==> config.mk <==
export PLATFORM = sky130hd
export DESIGN_NAME = lpm_sequencer
export DESIGN_NICKNAME = d
export VERILOG_FILES = /design/src/rtl/lpm_pkg.sv /design/src/rtl/lpm_wake_pins.sv /design/src/rtl/lpm_ctrl.sv /design/src/rtl/lpm_datapath.sv /design/src/rtl/lpm_sequencer.sv
export SDC_FILE = /design/constraint.sdc
export NUM_CORES = 1
export LEC_CHECK = 0
export BUFFER_PORTS_ARGS = -buffer_cell sky130_fd_sc_hd__buf_2
export CAP_MARGIN = 25
export CORE_MARGIN = 1.5
export CORE_UTILIZATION = 43
export DETAILED_ROUTE_END_ITERATION = 8
export PLACE_DENSITY = 0.86
export SYNTH_ARGS = -nofsm -noshare
export SYNTH_HDL_FRONTEND = slang
export SYNTH_HIERARCHICAL = 1
export SYNTH_SLANG_ARGS = --single-unit
export TNS_END_PERCENT = 5
==> constraint.sdc <==
create_clock -name clk -period 3.7 [get_ports clk]
set_input_delay 0.37 -clock clk [delete_from_list [all_inputs] [get_ports clk]]
set_output_delay 0.37 -clock clk [all_outputs]
set_load 0.01 [all_outputs]
==> src/rtl/lpm_pkg.sv <==
package lpm_pkg;

  typedef enum logic [1:0] {
    MODE_RUN     = 2'd0,
    MODE_SLEEP   = 2'd1,
    MODE_STOP    = 2'd2,
    MODE_STANDBY = 2'd3
  } lpMode_e;

  typedef enum logic [2:0] {
    S_RUN     = 3'd0,
    S_SLEEP   = 3'd1,
    S_STOP    = 3'd2,
    S_STANDBY = 3'd3,
    S_RECOVER = 3'd4
  } seqState_e;

  // control -> datapath
  typedef struct packed {
    logic consumeEvt;
    logic startRecover;
    logic inRecover;
    logic deepExit;
    logic setSbyFlag;
    logic clrSbyFlag;
  } ctrlStrobe_t;

  // datapath -> control
  typedef struct packed {
    logic evtPending;
    logic sleepIrq;
    logic stopWake;
    logic sbyWake;
    logic recoverDone;
  } dpStatus_t;

endpackage

==> src/rtl/lpm_wake_pins.sv <==
module lpm_wake_pins #(
  parameter int NUM_PINS = 4
) (
  input  logic                clk,
  input  logic                rstN,
  input  logic [NUM_PINS-1:0] wakePins,
  input  logic [NUM_PINS-1:0] pinEnable,
  input  logic [NUM_PINS-1:0] pinPolarity,
  output logic                anyEdge
);

  logic [NUM_PINS-1:0] pinPrev;
  logic [NUM_PINS-1:0] pinHit;

  always_ff @(posedge clk or negedge rstN) begin
    if (!rstN) pinPrev <= '0;
    else       pinPrev <= wakePins;
  end

  for (genvar i = 0; i < NUM_PINS; i++) begin : g_pin
    logic riseEdge;
    logic fallEdge;
    assign riseEdge  = wakePins[i] & ~pinPrev[i];
    assign fallEdge  = ~wakePins[i] & pinPrev[i];
    assign pinHit[i] = pinEnable[i] & (pinPolarity[i] ? fallEdge : riseEdge);
  end

  assign anyEdge = |pinHit;

endmodule

==> src/rtl/lpm_ctrl.sv <==
module lpm_ctrl
  import lpm_pkg::*;
(
  input  logic        clk,
  input  logic        rstN,
  input  logic        deepSleep,
  input  logic        pdSelect,
  input  logic        wfiStrobe,
  input  logic        wfeStrobe,
  input  logic        sleepOnExit,
  input  logic        handlerReturn,
  input  dpStatus_t   dpStat,
  output ctrlStrobe_t strobe,
  output lpMode_e     modeO
);

  seqState_e state, stateNxt, target;
  logic      entryWfe, entryWfeNxt;

  always_ff @(posedge clk or negedge rstN) begin
    if (!rstN) begin
      state    <= S_RUN;
      entryWfe <= 1'b0;
    end else begin
      state    <= stateNxt;
      entryWfe <= entryWfeNxt;
    end
  end

  always_comb begin
    if (!deepSleep)    target = S_SLEEP;
    else if (pdSelect) target = S_STANDBY;
    else               target = S_STOP;
  end

  always_comb begin
    stateNxt         = state;
    entryWfeNxt      = entryWfe;
    strobe           = '0;
    strobe.inRecover = (state == S_RECOVER);
    unique case (state)
      S_RUN: begin
        if (wfiStrobe) begin
          stateNxt          = target;
          entryWfeNxt       = 1'b0;
          strobe.clrSbyFlag = 1'b1;
        end else if (wfeStrobe) begin
          if (dpStat.evtPending) begin
            strobe.consumeEvt = 1'b1;
          end else begin
            stateNxt          = target;
            entryWfeNxt       = 1'b1;
            strobe.clrSbyFlag = 1'b1;
          end
        end else if (sleepOnExit && handlerReturn) begin
          stateNxt          = S_SLEEP;
          entryWfeNxt       = 1'b0;
          strobe.clrSbyFlag = 1'b1;
        end
      end
      S_SLEEP: begin
        if (entryWfe && dpStat.evtPending) begin
          stateNxt          = S_RUN;
          strobe.consumeEvt = 1'b1;
        end else if (dpStat.sleepIrq) begin
          stateNxt = S_RUN;
        end
      end
      S_STOP: begin
        if (dpStat.stopWake) begin
          stateNxt        = S_RUN;
          strobe.deepExit = 1'b1;
        end
      end
      S_STANDBY: begin
        if (dpStat.sbyWake) begin
          stateNxt            = S_RECOVER;
          strobe.startRecover = 1'b1;
        end
      end
      S_RECOVER: begin
        if (dpStat.recoverDone) begin
          stateNxt          = S_RUN;
          strobe.deepExit   = 1'b1;
          strobe.setSbyFlag = 1'b1;
        end
      end
      default: stateNxt = S_RUN;
    endcase
  end

  always_comb begin
    unique case (state)
      S_SLEEP:   modeO = MODE_SLEEP;
      S_STOP:    modeO = MODE_STOP;
      S_STANDBY: modeO = MODE_STANDBY;
      default:   modeO = MODE_RUN;
    endcase
  end

endmodule

==> src/rtl/lpm_datapath.sv <==
module lpm_datapath
  import lpm_pkg::*;
#(
  parameter int NUM_IRQ        = 8,
  parameter int NUM_EXTI       = 8,
  parameter int NUM_PINS       = 4,
  parameter int NUM_SBY_EVT    = 4,
  parameter int RECOVER_CYCLES = 4
) (
  input  logic                   clk,
  input  logic                   rstN,
  input  ctrlStrobe_t            strobe,
  input  lpMode_e                modeI,
  input  logic                   sevOnPend,
  input  logic [NUM_IRQ-1:0]     irqPending,
  input  logic [NUM_IRQ-1:0]     irqEnable,
  input  logic                   eventIn,
  input  logic [NUM_EXTI-1:0]    extiLines,
  input  logic [NUM_EXTI-1:0]    extiCfg,
  input  logic [NUM_PINS-1:0]    wakePins,
  input  logic [NUM_PINS-1:0]    pinEnable,
  input  logic [NUM_PINS-1:0]    pinPolarity,
  input  logic [NUM_SBY_EVT-1:0] sbyEvents,
  output dpStatus_t              dpStat,
  output logic                   cpuClkEn,
  output logic                   sysClkEn,
  output logic                   regulatorEn,
  output logic                   oscEn,
  output logic                   wakeClkRc,
  output logic                   coreRstN,
  output logic                   standbyFlag
);

  localparam int CNT_W = $clog2(RECOVER_CYCLES + 1);
  localparam logic [CNT_W-1:0] CNT_LOAD = CNT_W'(RECOVER_CYCLES - 1);

  logic             evtLatch;
  logic             evtSet;
  logic [CNT_W-1:0] recCnt;
  logic             pinWake;
  logic             wakeRcReg;
  logic             sbyFlagReg;

  lpm_wake_pins #(.NUM_PINS(NUM_PINS)) u_pins (
    .clk        (clk),
    .rstN       (rstN),
    .wakePins   (wakePins),
    .pinEnable  (pinEnable),
    .pinPolarity(pinPolarity),
    .anyEdge    (pinWake)
  );

  // event latch: set by the line or by any pending interrupt when enabled
  assign evtSet = eventIn | (sevOnPend & (|irqPending));

  always_ff @(posedge clk or negedge rstN) begin
    if (!rstN)                    evtLatch <= 1'b0;
    else if (strobe.startRecover) evtLatch <= 1'b0;
    else                          evtLatch <= evtSet | (evtLatch & ~strobe.consumeEvt);
  end

  // standby recovery counter
  always_ff @(posedge clk or negedge rstN) begin
    if (!rstN)                                   recCnt <= '0;
    else if (strobe.startRecover)                recCnt <= CNT_LOAD;
    else if (strobe.inRecover && recCnt != '0)   recCnt <= recCnt - 1'b1;
  end

  always_ff @(posedge clk or negedge rstN) begin
    if (!rstN) begin
      wakeRcReg  <= 1'b0;
      sbyFlagReg <= 1'b0;
    end else begin
      wakeRcReg <= strobe.deepExit;
      if (strobe.setSbyFlag)      sbyFlagReg <= 1'b1;
      else if (strobe.clrSbyFlag) sbyFlagReg <= 1'b0;
    end
  end

  assign dpStat.evtPending  = evtLatch;
  assign dpStat.sleepIrq    = |(irqPending & irqEnable);
  assign dpStat.stopWake    = |(extiLines & extiCfg);
  assign dpStat.sbyWake     = pinWake | (|sbyEvents);
  assign dpStat.recoverDone = strobe.inRecover && (recCnt == '0);

  always_comb begin
    cpuClkEn    = 1'b1;
    sysClkEn    = 1'b1;
    regulatorEn = 1'b1;
    oscEn       = 1'b1;
    unique case (modeI)
      MODE_SLEEP: cpuClkEn = 1'b0;
      MODE_STOP: begin
        cpuClkEn = 1'b0;
        sysClkEn = 1'b0;
      end
      MODE_STANDBY: begin
        cpuClkEn    = 1'b0;
        sysClkEn    = 1'b0;
        regulatorEn = 1'b0;
        oscEn       = 1'b0;
      end
      default: ;
    endcase
  end

  assign wakeClkRc   = wakeRcReg;
  assign coreRstN    = ~strobe.inRecover;
  assign standbyFlag = sbyFlagReg;

endmodule

==> src/rtl/lpm_sequencer.sv <==
module lpm_sequencer
  import lpm_pkg::*;
#(
  parameter int NUM_IRQ        = 8,
  parameter int NUM_EXTI       = 8,
  parameter int NUM_PINS       = 4,
  parameter int NUM_SBY_EVT    = 4,
  parameter int RECOVER_CYCLES = 4
) (
  input  logic                   clk,
  input  logic                   rstN,
  input  logic                   deepSleep,
  input  logic                   pdSelect,
  input  logic                   wfiStrobe,
  input  logic                   wfeStrobe,
  input  logic                   sleepOnExit,
  input  logic                   handlerReturn,
  input  logic                   sevOnPend,
  input  logic [NUM_IRQ-1:0]     irqPending,
  input  logic [NUM_IRQ-1:0]     irqEnable,
  input  logic                   eventIn,
  input  logic [NUM_EXTI-1:0]    extiLines,
  input  logic [NUM_EXTI-1:0]    extiCfg,
  input  logic [NUM_PINS-1:0]    wakePins,
  input  logic [NUM_PINS-1:0]    pinEnable,
  input  logic [NUM_PINS-1:0]    pinPolarity,
  input  logic [NUM_SBY_EVT-1:0] sbyEvents,
  output logic [1:0]             modeO,
  output logic                   cpuClkEn,
  output logic                   sysClkEn,
  output logic                   regulatorEn,
  output logic                   oscEn,
  output logic                   wakeClkRc,
  output logic                   coreRstN,
  output logic                   standbyFlag
);

  ctrlStrobe_t strobe;
  dpStatus_t   dpStat;
  lpMode_e     modeInt;

  lpm_ctrl u_ctrl (
    .clk          (clk),
    .rstN         (rstN),
    .deepSleep    (deepSleep),
    .pdSelect     (pdSelect),
    .wfiStrobe    (wfiStrobe),
    .wfeStrobe    (wfeStrobe),
    .sleepOnExit  (sleepOnExit),
    .handlerReturn(handlerReturn),
    .dpStat       (dpStat),
    .strobe       (strobe),
    .modeO        (modeInt)
  );

  lpm_datapath #(
    .NUM_IRQ       (NUM_IRQ),
    .NUM_EXTI      (NUM_EXTI),
    .NUM_PINS      (NUM_PINS),
    .NUM_SBY_EVT   (NUM_SBY_EVT),
    .RECOVER_CYCLES(RECOVER_CYCLES)
  ) u_dp (
    .clk        (clk),
    .rstN       (rstN),
    .strobe     (strobe),
    .modeI      (modeInt),
    .sevOnPend  (sevOnPend),
    .irqPending (irqPending),
    .irqEnable  (irqEnable),
    .eventIn    (eventIn),
    .extiLines  (extiLines),
    .extiCfg    (extiCfg),
    .wakePins   (wakePins),
    .pinEnable  (pinEnable),
    .pinPolarity(pinPolarity),
    .sbyEvents  (sbyEvents),
    .dpStat     (dpStat),
    .cpuClkEn   (cpuClkEn),
    .sysClkEn   (sysClkEn),
    .regulatorEn(regulatorEn),
    .oscEn      (oscEn),
    .wakeClkRc  (wakeClkRc),
    .coreRstN   (coreRstN),
    .standbyFlag(standbyFlag)
  );

  assign modeO = modeInt;

endmodule

* Word level (Yosys, flattened, before mapping)
Index checks and enable logic that the tools add are counted.
** Storage, ports and cells
- Register bits after elaboration :: 14
- Input port bits :: 58
- Output and inout bits :: 9
- Word-level logic and storage cells :: 115
** Cells by class
- Add/subtract/negate cells :: 1
- Equal/unequal tests :: 14
- Muxes and demuxes :: 45
- Bitwise logic cells :: 29
- Reduce and logical (&&, ||, !) cells :: 19
** Operator list (count)
- $mux W3 :: 12
- $mux W1 :: 28
- $reduce_or A8 Y1 :: 3
- $and A8 B8 Y8 :: 2
- $pmux W3 S5 :: 1
- $and A1 B1 Y1 :: 14
- $not A1 Y1 :: 10
- $reduce_or A4 Y1 :: 2
- $eq A3 B2 Y1 const B :: 2
- $logic_not A3 Y1 :: 2
- $ne A2 B2 Y1 const B :: 3
- $pmux W2 S3 :: 1
- $reduce_and A6 Y1 :: 1
- $reduce_bool A3 Y1 :: 2
- $eq A2 B2 Y1 const B :: 2
- $logic_and A1 B1 Y1 :: 4
- $ne A4 B3 Y1 const B :: 1
- $ne A4 B4 Y1 const B :: 1
- $pmux W1 S2 :: 2
- $reduce_bool A2 Y1 :: 2
- $eq A3 B1 Y1 const B :: 1
- $eq A3 B3 Y1 const B :: 1
- $ne A3 B2 Y1 const B :: 1
- $ne A3 B3 Y1 const B :: 1
- 7 further kinds :: 9

* Depth between registers and ports, before layout
- Depth in word-level cells :: 9
- Gate-level depth with buffers :: 8
- Mapped depth without buffers :: 8

* Hierarchy
Netlist, hierarchy kept.
** Modules (own cells, without submodules)
- lpm_datapath :: times used 1, cells each 49, area each 411.6 um^2, sequential area each 150.1 um^2
- lpm_ctrl :: times used 1, cells each 42, area each 330.3 um^2, sequential area each 100.1 um^2
- lpm_wake_pins :: times used 1, cells each 17, area each 191.4 um^2, sequential area each 100.1 um^2

* Worst setup path after synthesis
Ideal clock, no wire load.
- Path kind :: reg-to-output
- Start point :: reg u_ctrl.state[1]
- End point :: out regulatorEn
- Arrival :: 1.196 ns
- Data required time :: 3.330 ns
- Path slack :: 2.134 ns
- Cell stages (with the launch flop) :: 5
- Cells stage by stage :: dfrtp_1 > buf_2 > nor2b_1 > nand2_1 > buf_4
** On the way
- Cells in the longest elaborated chain, start to end :: 4
- Elaborated cells on any way between the ends :: 6
- Those cells by class :: eq/ne (4); mux (2)
** Ends and longest elaborated chain
- start: declaration :: RTL line lpm_ctrl.sv:17 : seqState_e state, stateNxt, target;
- start signal: assignment :: RTL line lpm_ctrl.sv:25 : state <= stateNxt;
- $eq A3 B2 Y1 or $eq A3 B1 Y1 (tied branches) :: RTL line lpm_ctrl.sv:93 : unique case (state)
- $pmux W2 S3 (*) :: RTL line lpm_ctrl.sv:93
- named net modeO[1] :: RTL line lpm_sequencer.sv:28 : output logic [1:0] modeO,
- $eq A2 B2 Y1 (*)
- $mux W1 (*)
- end: declaration :: RTL line lpm_sequencer.sv:31 : output logic regulatorEn,
The timed path passes the listed nets; every way through them passes the cells marked *.

==> impl_metrics.tcl <==
set metrics [dict create \
    status "complete, no violations" \
    fin_tns_setup_ps 0 \
    grt_pass1_wl_um 4260 \
    htree_num_levels 1 \
    start_util_pct 46.6 \
    route.met2.wl_um 1360 \
    cap_violations 0 \
    wl_met1_um 1070 \
    number_of_cells_traversed_by_the_worst_register_to_register_path 6 \
    drt_wirelength_um 2620 \
    cts.path.max_buffers 2 \
    regToRegEndpoint "u_dp/standbyFlag" \
    power.leakage_nw 0.689 \
    io_pins 67 \
    synth_cells 108 \
    worst_slew_margin_rel_pct 59.3 \
    grt_start_max_net_pins 15 \
    vdd_drop_max_mv 0.244 \
    worstPathArrival_ps 1650 \
    layout-drive-gt1-share_pct 40.2 \
    synth_seq_cells 14 \
    number_of_global_route_vias_before_repair 1043 \
    drt_pass1_iterations 5 \
    synthesis.area_per_instance_um2 8.64 \
    synth_cell_types 33 \
    syn-cell-area_um2 933 \
    synth.yosys.seq_area_share_pct 37.5 \
    dpl.hpwl_um 2140 \
    dieHeight_um 49.6 \
    place.detailed.instances 197 \
    final_nets 236 \
    grt_remaining_overflow 0 \
    setup_viol_count_final 0 \
    holdPathEnd "u_dp/u_pins/pinPrev[1]" \
    mappedNetlistNets 168 \
    tritoncts_num_sinks 14 \
    r2r_slack_ps 1960 \
    hold_path_cell_cnt 1 \
    vias 1084 \
    fp-row-count 16 \
    nFillCells 168 \
    clk-insertion-delay-late_ps 270 \
    tritoncts.num_buffers 3 \
    synthesis.yosys.warnings 6 \
    drc 0 \
    hp-class "in2reg" \
    clock-root-buffer "sky130_fd_sc_hd__clkbuf_4" \
    core_ar_um2 2000 \
    detailedRoute.firstIterationViolations 38 \
    drv_slew 0 \
    antenna_found_initial 0 \
    antennaDiodeCount 0 \
    crit_path_start_kind "flip-flop" \
    period_utilisation_layout_pct 54.7 \
    startpoint_of_the_most_critical_register_to_register_path "u_ctrl/state[2]" \
    floorplan.die.width_um 49.6 \
    critPathRequiredTime_ps 3330 \
    design.die.area_um2 2460 \
    final_gp_congestion 0.903 \
    global_route.usage.total_pct 21.8 \
    area_growth_syn_to_layout_pct 39.1 \
    fmax_mhz 494 \
    number_of_standard_cells_in_the_layout_taps_in_and_fillers_out 201 \
    timing.critical_path.fanout_max 8 \
    highest_layer "met4" \
    worstMarginPinSlew_ps 606 \
    drt-vias-per-instance 5.39 \
    buffer_ports.inserted 66 \
    met3_wire_len_um 181 \
    cts.reportedPaths.clkPinSlew_ps 80 \
    tritoncts_clock_tree "yes" \
    grt_setup_unrepaired "no" \
    hold_path.startpoint "wakePins[1]" \
    routedWlPerCell_um 13.1 \
    cp-end-kind "primary output" \
    worst_clk_skew_ps 2.91 \
    route.antenna.remaining_nets 0 \
    power.density_cell_area_nw_per_um2 473 \
    worst_hold_slack_ps 222 \
    period_minus_slack_ps 2020 \
    post-route-util_pct 64.9 \
    timing.setup.critical_path_class "reg2out" \
    total_count_of_hold_check_failures_in_the_final_report 0 \
    post_cts_resized 0 \
]
==> logic make-up after synthesis <==
kind of cell | Yosys count | synth area share [%]
flip-flops | 14 | 37.5
AND/OR/NAND/NOR | 43 | 27.5
adder cells (fa/ha/maj) | 2 | 2.68
AO/OA/AOI/OAI | 31 | 22.0
multiplexers | 2 | 2.14
buffers and inverters | 16 | 8.18
==> layer usage <==
metal,vias to the layer above,track usage (%)
met2,54,40.4
met5,-,0
met3,4,3.03
met4,0,5.09
met1,497,26.4
li1,529,-
==> worst max path at each step <==
stage / from / endpoint / cells past startpoint
after floorplan: u_ctrl/state[1] / regulatorEn / 4
final: u_ctrl/state[2] / coreRstN / 4
after global placement: pinPolarity[0] / u_dp/recCnt[1] / 9
after global routing: u_ctrl/state[2] / coreRstN / 4
after detailed placement: u_ctrl/state[2] / u_dp/standbyFlag / 6
after CTS: u_ctrl/state[2] / coreRstN / 4
==> layout make-up <==
| cell class | instances | area [um2] | share of cell area [%] |
|---|---|---|---|
| multi-input combinational | 78 | 507 | 39.0 |
| sequential | 14 | 350 | 27.0 |
| timing repair buffer | 67 | 340 | 26.2 |
| inverter | 12 | 45.0 | 3.47 |
| tap | 27 | 33.8 | 2.60 |
| clock buffer | 3 | 22.5 | 1.73 |
==> sequential cells by signal (all words and copies together) (netlist names) <==
| signal | flops |
|---|---|
| u_ctrl/state | 3 |
| u_ctrl/entryWfe | 1 |
| u_dp/wakeClkRc | 1 |
| u_dp/evtLatch | 1 |
| u_dp/standbyFlag | 1 |
| u_dp/u_pins/pinPrev | 4 |
| u_dp/recCnt | 3 |
==> synthesized netlist by cell type (all sizes together) <==
library cell | n | share of area [%]
a211oi | 2 | 1.6
a21o | 1 | 0.80
a21oi | 7 | 3.8
a22oi | 8 | 6.4
a311o | 1 | 1.1
a311oi | 1 | 0.94
and3 | 2 | 1.3
and3b | 4 | 3.8
buf | 4 | 3.4
dfrtp | 14 | 38
ha | 2 | 2.7
inv | 12 | 4.8
mux2i | 2 | 2.1
nand2 | 7 | 2.8
nand2b | 1 | 0.67
nand3 | 2 | 1.1
nand3b | 1 | 0.80
nand4 | 4 | 2.7
nor2 | 7 | 2.8
nor2b | 4 | 2.7
nor3 | 2 | 1.1
nor3b | 5 | 4.0
nor4b | 1 | 0.94
o211ai | 2 | 1.6
o21ai | 6 | 3.2
o21bai | 1 | 0.80
o31ai | 1 | 0.80
o41ai | 1 | 0.94
or3 | 1 | 1.2
or4 | 2 | 1.6
==> cells in the final DEF (no fill, tap or decap), types with 2 or more instances in the layout <==
cell                       netlist  layout
sky130_fd_sc_hd__and3b_1         4       4
sky130_fd_sc_hd__ha_1            2       2
sky130_fd_sc_hd__nor3b_1         5       5
sky130_fd_sc_hd__nor2b_1         4       4
sky130_fd_sc_hd__buf_2           1      66
sky130_fd_sc_hd__a22oi_1         8       8
sky130_fd_sc_hd__o211ai_1        2       2
sky130_fd_sc_hd__nand4_1         4       4
sky130_fd_sc_hd__o21ai_1         5       5
sky130_fd_sc_hd__nor2_1          7       7
sky130_fd_sc_hd__mux2i_1         2       2
sky130_fd_sc_hd__nor3_1          2       2
sky130_fd_sc_hd__a211oi_1        2       2
sky130_fd_sc_hd__dfrtp_1        14      14
sky130_fd_sc_hd__nand2_1         7       7
sky130_fd_sc_hd__or4_1           2       2
sky130_fd_sc_hd__inv_1          12      12
sky130_fd_sc_hd__and3_1          2       2
sky130_fd_sc_hd__a21oi_1         7       7
sky130_fd_sc_hd__nand3_1         2       2
sky130_fd_sc_hd__clkbuf_4        0       3
==> where the power goes <==
part	switching [mW]	internal, mW	total, mW
sequential	0.0516	0.194	0.246
clock	0.0462	0.0376	0.0838
combinational	0.155	0.130	0.285
==> metrics by stage <==
step | cell area [um2] | worst slack, ps | total power, mW
5_1_grt | 1300 | 1400 | 0.659
3_5_place_dp | 1270 | 1990 | 0.524
6_report | 1300 | 1680 | 0.615
2_1_floorplan | 933 | 2130 | 0.432
4_1_cts | 1300 | 1690 | 0.611
3_3_place_gp | 1270 | 2060 | 0.508
==> critical path: stages (launching register included) <==
cell,delay (ps)
sky130_fd_sc_hd__dfrtp_1,490
sky130_fd_sc_hd__inv_1,120
sky130_fd_sc_hd__nor3_1,490
sky130_fd_sc_hd__inv_1,110
sky130_fd_sc_hd__buf_2,170
==> timing repair <==
item	4_1_cts	5_1_grt
hold buffers	1	0
setup buffers	0	0
endpoints found under the hold margin	14	0
No activity file was read; power rests on OpenSTA's default activity.
